[src/rtl/modcomp_pkg.sv]
package modcomp_pkg;

  localparam int CODE_W = 8;

  // Strobes from the sequencing control into the datapath.
  typedef struct packed {
    logic capture;   // hold the selected raw reading
    logic finish;    // register the windowed code
  } ctrlStrobes_t;

  // Sample interval in microseconds for each interval code.
  function automatic int unsigned intervalUs(input logic [2:0] sel);
    case (sel)
      3'd0:    intervalUs = 5;
      3'd1:    intervalUs = 20;
      3'd2:    intervalUs = 160;
      3'd3:    intervalUs = 1280;
      3'd4:    intervalUs = 6250;
      3'd5:    intervalUs = 25000;
      3'd6:    intervalUs = 200000;
      default: intervalUs = 1600000;
    endcase
  endfunction

endpackage

[src/rtl/modcomp_ctrl.sv]
module modcomp_ctrl
  import modcomp_pkg::*;
#(
  parameter int CYC_PER_US = 250,
  parameter int CONV_CYC   = 8
) (
  input  logic         clk,
  input  logic         rstN,
  input  logic         autoMon,
  input  logic [2:0]   intervalSel,
  output ctrlStrobes_t strobes,
  output logic         busy,
  output logic         valid,
  output logic         pend
);

  localparam int CNT_W  = $clog2(1600000 * CYC_PER_US + 1);
  localparam int CONV_W = (CONV_CYC > 1) ? $clog2(CONV_CYC) : 1;

  logic [CNT_W-1:0]  cnt;
  logic [CNT_W-1:0]  lastCnt;
  logic [31:0]       cyclesFull;
  logic [2:0]        prevSel;
  logic [CONV_W-1:0] left;
  logic              selChange;
  logic              tick;

  always_comb begin
    cyclesFull = intervalUs(intervalSel) * CYC_PER_US;
    lastCnt    = cyclesFull[CNT_W-1:0] - CNT_W'(1);
    selChange  = (intervalSel != prevSel);
    tick       = autoMon && !selChange && (cnt == lastCnt);
    strobes.capture = tick && !busy;
    strobes.finish  = autoMon && busy && (left == '0);
  end

  // Interval timer: restarts on field change or loop disable.
  always_ff @(posedge clk or negedge rstN) begin
    if (!rstN) begin
      cnt     <= '0;
      prevSel <= '0;
    end else begin
      prevSel <= intervalSel;
      if (!autoMon || selChange)
        cnt <= '0;
      else if (cnt == lastCnt)
        cnt <= '0;
      else
        cnt <= cnt + CNT_W'(1);
    end
  end

  // Conversion sequencing and write-back pipeline.
  always_ff @(posedge clk or negedge rstN) begin
    if (!rstN) begin
      busy  <= 1'b0;
      left  <= '0;
      valid <= 1'b0;
      pend  <= 1'b0;
    end else begin
      pend <= valid && autoMon;
      if (!autoMon) begin
        busy  <= 1'b0;
        valid <= 1'b0;
      end else if (busy) begin
        valid <= (left == '0);
        if (left == '0)
          busy <= 1'b0;
        else
          left <= left - CONV_W'(1);
      end else begin
        valid <= 1'b0;
        if (tick) begin
          busy <= 1'b1;
          left <= CONV_W'(CONV_CYC - 1);
        end
      end
    end
  end

endmodule

[src/rtl/modcomp_path.sv]
module modcomp_path
  import modcomp_pkg::*;
#(
  parameter int RAW_W = 12
) (
  input  logic              clk,
  input  logic              rstN,
  input  ctrlStrobes_t      strobes,
  input  logic              srcSel,
  input  logic [1:0]        spanSel,
  input  logic [1:0]        offsetSel,
  input  logic [RAW_W-1:0]  biasRaw,
  input  logic [RAW_W-1:0]  tempRaw,
  output logic [CODE_W-1:0] codeReg
);

  localparam int WIDE_W = RAW_W + 3;
  localparam logic [WIDE_W-1:0] FIVE = WIDE_W'(5);

  logic [RAW_W-1:0]  heldRaw;
  logic [RAW_W-1:0]  offsetVal;
  logic [RAW_W-1:0]  diffVal;
  logic [WIDE_W-1:0] diffWide;
  logic [WIDE_W-1:0] scaled [4];
  logic [WIDE_W-1:0] picked;
  logic [CODE_W-1:0] codeNext;

  always_comb begin
    offsetVal = RAW_W'(offsetSel) << (RAW_W - 2);
    diffVal   = (heldRaw >= offsetVal) ? (heldRaw - offsetVal) : '0;
    diffWide  = {3'b000, diffVal};
  end

  // One scaler per span code; the tenth span needs a x5/8 step.
  for (genvar g = 0; g < 4; g++) begin : gSpan
    if (g == 0) begin : gTenth
      assign scaled[g] = (diffWide * FIVE) >> (RAW_W - 9);
    end else begin : gShift
      assign scaled[g] = diffWide >> (RAW_W - 8 - (3 - g));
    end
  end

  always_comb begin
    picked   = scaled[spanSel];
    codeNext = (|picked[WIDE_W-1:CODE_W]) ? '1 : picked[CODE_W-1:0];
  end

  always_ff @(posedge clk or negedge rstN) begin
    if (!rstN) begin
      heldRaw <= '0;
      codeReg <= '0;
    end else begin
      if (strobes.capture)
        heldRaw <= srcSel ? tempRaw : biasRaw;
      if (strobes.finish)
        codeReg <= codeNext;
    end
  end

endmodule

[src/rtl/modcomp_sequencer.sv]
module modcomp_sequencer
  import modcomp_pkg::*;
#(
  parameter int RAW_W      = 12,
  parameter int CYC_PER_US = 250,
  parameter int CONV_CYC   = 8
) (
  input  logic             clk,
  input  logic             rstN,
  input  logic             autoMon,
  input  logic             srcSel,
  input  logic [2:0]       intervalSel,
  input  logic [1:0]       spanSel,
  input  logic [1:0]       offsetSel,
  input  logic [RAW_W-1:0] biasRaw,
  input  logic [RAW_W-1:0] tempRaw,
  output logic             tblRdEn,
  output logic [7:0]       tblRdAddr,
  input  logic [7:0]       tblRdData,
  output logic             dacWrEn,
  output logic [7:0]       dacWrData,
  output logic             rdyN,
  output logic             convValid,
  output logic [7:0]       convCode
);

  ctrlStrobes_t      strobes;
  logic              busy;
  logic              valid;
  logic              pend;
  logic [CODE_W-1:0] codeReg;

  modcomp_ctrl #(
    .CYC_PER_US (CYC_PER_US),
    .CONV_CYC   (CONV_CYC)
  ) uCtrl (
    .clk         (clk),
    .rstN        (rstN),
    .autoMon     (autoMon),
    .intervalSel (intervalSel),
    .strobes     (strobes),
    .busy        (busy),
    .valid       (valid),
    .pend        (pend)
  );

  modcomp_path #(
    .RAW_W (RAW_W)
  ) uPath (
    .clk       (clk),
    .rstN      (rstN),
    .strobes   (strobes),
    .srcSel    (srcSel),
    .spanSel   (spanSel),
    .offsetSel (offsetSel),
    .biasRaw   (biasRaw),
    .tempRaw   (tempRaw),
    .codeReg   (codeReg)
  );

  assign rdyN      = !busy;
  assign convValid = valid;
  assign convCode  = codeReg;
  assign tblRdEn   = valid && autoMon;
  assign tblRdAddr = codeReg;
  assign dacWrEn   = pend && autoMon;
  assign dacWrData = tblRdData;

endmodule

[config.mk]
export PLATFORM = sky130hd
export DESIGN_NAME = modcomp_sequencer
export DESIGN_NICKNAME = d
export VERILOG_FILES = /design/src/rtl/modcomp_pkg.sv /design/src/rtl/modcomp_ctrl.sv /design/src/rtl/modcomp_path.sv /design/src/rtl/modcomp_sequencer.sv
export SDC_FILE = /design/constraint.sdc
export NUM_CORES = 1
export LEC_CHECK = 0
export BUFFER_PORTS_ARGS = -buffer_cell sky130_fd_sc_hd__buf_2
export CORE_ASPECT_RATIO = 0.6
export CORE_UTILIZATION = 67
export DETAILED_ROUTE_END_ITERATION = 10
export GPL_ROUTABILITY_DRIVEN = 0
export HOLD_SLACK_MARGIN = 0.1
export PLACE_DENSITY_LB_ADDON = 0.1
export SETUP_SLACK_MARGIN = 0.2
export SLEW_MARGIN = 20
export SYNTH_ARGS = -nofsm -noshare
export SYNTH_HDL_FRONTEND = slang
export SYNTH_SLANG_ARGS = --single-unit
[constraint.sdc]
create_clock -name clk -period 12.6 [get_ports clk]
set_clock_uncertainty 0.2 [all_clocks]
set_input_delay 2.52 -clock clk [delete_from_list [all_inputs] [get_ports clk]]
set_output_delay 2.52 -clock clk [all_outputs]
set_load 0.1 [all_outputs]
==> impl_results.md <==
- Run status: finished, violations left
- Violations in the final reports: DRC
- Cell repeated most along the worst path: sky130_fd_sc_hd__fa_1
- Classification of the worst setup path: in2reg
- Period Utilization, post-route: 94.3%
- Detailed-placement wirelength estimate: 17100 um
- Final-report max-slew violation count: 0
- Fill count: 778
- Critical path launch point type: input port
- CTS H-Tree Depth: 3
- Max-slew headroom: 6.96%
- DRC marker count from the first detailed-route iteration: 817
- Worst Max-Slew Pin Slew: 1380 ps
- Antenna violations before repair: 0
- Largest net degree at the start of global routing: 59
- Clock buffer depth: 2
- Setup violations, final: 0
- Routed via count divided by cell count: 6.53
- Remaining global-route overflow: 0
- Worst hold-check slack: 306 ps
- Type of the most critical hold path: reg2reg
- Count of input and output buffers: 54
- Ports placed on the boundary: 71
- WP data arrival: 11890 ps
- Total of flip-flops plus latches after synthesis: 58
- Achievable clock frequency: 0.0841 GHz
- Die span in x: 139 um
- Die span in y: 84.4 um
- Cts bufs inserted: 9
- Seq/Total Area, Yosys: 19.2%
- Mean routed wirelength per cell: 20.5 um
- Remaining antenna violation count after routing: 0
- Skew-Pair Late Insertion Delay: 330 ps
- Pwr/cell area: 142 mW/mm2
- Syn_area_per_cell: 8.65 um2
- Post-synth top area share: 19.2%
- Number of instances in the synthesized netlist: 876
- Clock Root Buffer: sky130_fd_sc_hd__clkbuf_16
- Post-synth EDFFs: 0
- Maximum ir drop on the vdd rail: 0.0000868 V
- Area of the mapped netlist: 0.00757 mm2
- DR pass1 iterations: 8
- Fin Setup TNS: 0 ps
- LEAKAGE: 3.96 nW
- P&R area growth vs syn: 7.35%
- Initial cell density of the core: 70.3%
- Yosys warning total: 0
- Post-CTS Setup Repair Bufs: 0
- Post-CTS resize count: 0
- Number of core rows: 29
- Post-synthesis cell type with the largest combined area: sky130_fd_sc_hd__dfrtp_1
- Critical path's slowest cell: sky130_fd_sc_hd__and3_1
- Share of post-route cells with drive strength above 1: 14.1%
- Number of max-cap violations: 0
- Top fanout value on the critical path: 20
- Die Area: 0.0117 mm2
- Type of element capturing the critical path: register
- Post-layout minimum cycle time: 11890 ps
- Clock tree from TritonCTS: built
- Most instantiated library cell after synthesis: sky130_fd_sc_hd__ha_1
- DRC violation count after routing: 10
- Share of flip-flops with an asynchronous set or reset: 100%
- First-pass GRT wire length: 34400 um
- NumNets Final: 1055
- Count of different cell masters after synthesis: 79
- Number of hold-repair buffers added at the cts stage: 0
- All-layer global routing usage: 37.6%
- Register cell area after layout: 0.00145 mm2
- Count of clock tree sinks: 58
- Number of global-route vias before repair: 6603
- Top FF cell, synth: sky130_fd_sc_hd__dfrtp_1
- Total number of vias: 6859
- RSZ-0062 raised after global routing: false
- Footprint of the multi-input gates: 0.00557 mm2
- WP data required: 12610 ps
- Peak per-stage delay on the critical path: 710 ps
- Top post-synthesis cells by count: 81 x sky130_fd_sc_hd__ha_1, 80 x sky130_fd_sc_hd__nor2_1, 76 x sky130_fd_sc_hd__inv_1
- CTS clock-pin slew for the worst setup and hold paths: 50 ps
- Floorplan core area: 0.0108 mm2
- Final WL: 21500 um
- Hold Vio Cnt, Final: 0
- Area contributors post-synth: sky130_fd_sc_hd__dfrtp_1 19%, sky130_fd_sc_hd__ha_1 13%, sky130_fd_sc_hd__fa_1 6.9%, sky130_fd_sc_hd__xnor2_1 6.5%, sky130_fd_sc_hd__xor2_1 4.2%
- Power after layout: 0.00115 W
[layer usage]
layer  track usage (%)  vias up  share of wire (%)
li1                  -     3115                  -
met1              54.9     3261                 46
met2              52.4      445                 40
met3              14.8       38                 13
met4              6.36        0                1.0
met5                 0        -                  0
[registers in the layout, summed over array words and instances, names as in the netlist]
register       count
uCtrl.cnt         29
uPath.heldRaw     12
uPath.codeReg      8
uCtrl.left         3
uCtrl.prevSel      3
uCtrl.busy         1
uCtrl.pend         1
uCtrl.valid        1
[where the power goes]
part / total (W) / internal [W] / switching (W)
clock network: 0.000262 / 0.000178 / 0.0000843
logic: 0.000702 / 0.000264 / 0.000437
registers: 0.000188 / 0.000187 / 0.000000438
[worst paths after layout]
kind                                                    start                      endpoint  slack (ps)  cells past startpoint
min in group asynchronous                                rstN  uPath.codeReg[5]$_DFFE_PN0P_        2120                      2
max in group asynchronous                                rstN       uCtrl.cnt[25]$_DFF_PN0_        9570                      2
worst max-delay path                           intervalSel[1]  uPath.heldRaw[1]$_DFFE_PN0P_         710                     28
worst min-delay path                    uCtrl.valid$_DFF_PN0_          uCtrl.pend$_DFF_PN0_         310                      1
worst min register to register          uCtrl.valid$_DFF_PN0_          uCtrl.pend$_DFF_PN0_         310                      1
worst max register to register  uPath.heldRaw[10]$_DFFE_PN0P_  uPath.codeReg[0]$_DFFE_PN0P_        7750                     19
[worst max-delay path: cells and delay by family]
kind,cells,cell delay (ps)
and+or+nand+nor,12,3880
AOI/OAI and AO/OA,3,800
adders and majority gates,7,3240
muxes,1,410
xor gates and xnor gates,1,340
buffers and inverters,4,690
[through the flow]
| step | utilization [%] | cells | cell area, um2 | worst slack, ps |
|---|---|---|---|---|
| after floorplan | - | 880 | 7590 | 2000 |
| after global placement | 72.4 | 1033 | 7810 | 1160 |
| after detailed placement | 72.4 | 1033 | 7810 | 725 |
| after CTS | 75.4 | 1049 | 8130 | 1020 |
| after global routing | 75.4 | 1049 | 8130 | 305 |
| final | 75.4 | 1050 | 8130 | 715 |
[layout by cell type, fill, tap and decap left out, types with 23 or more instances in the layout]
cell type and instances:
sky130_fd_sc_hd__o21ai_0 28, sky130_fd_sc_hd__inv_1 76, sky130_fd_sc_hd__dfrtp_1 58, sky130_fd_sc_hd__xnor2_1 56, sky130_fd_sc_hd__ha_1 81, sky130_fd_sc_hd__nand2_1 55, sky130_fd_sc_hd__nor2_1 80, sky130_fd_sc_hd__xor2_1 36
sky130_fd_sc_hd__a21oi_1 33, sky130_fd_sc_hd__buf_2 54, sky130_fd_sc_hd__nand3_1 23, sky130_fd_sc_hd__fa_1 26
[cell families after synthesis]
logic type	after synthesis	synth area share, %
and+or+nand+nor	291	20.0
adders and majority gates	107	20.3
xor gates and xnor gates	92	10.6
other	2	0.0992
AOI/OAI and AO/OA	166	15.6
muxes	36	6.74
DFF	58	19.2
buffers and inverters	124	7.43
[cell type report]
type | instances | share of cell area [%]
inverters | 78 | 3.60
multi-input cells | 698 | 68.6
diodes | 1 | 0.0308
clock inverters | 5 | 0.954
well taps | 139 | 2.14
clock buffers | 11 | 2.99
flip-flops and latches | 58 | 17.9
repair buffers | 60 | 3.88
(Power assumes the default switching activity.)
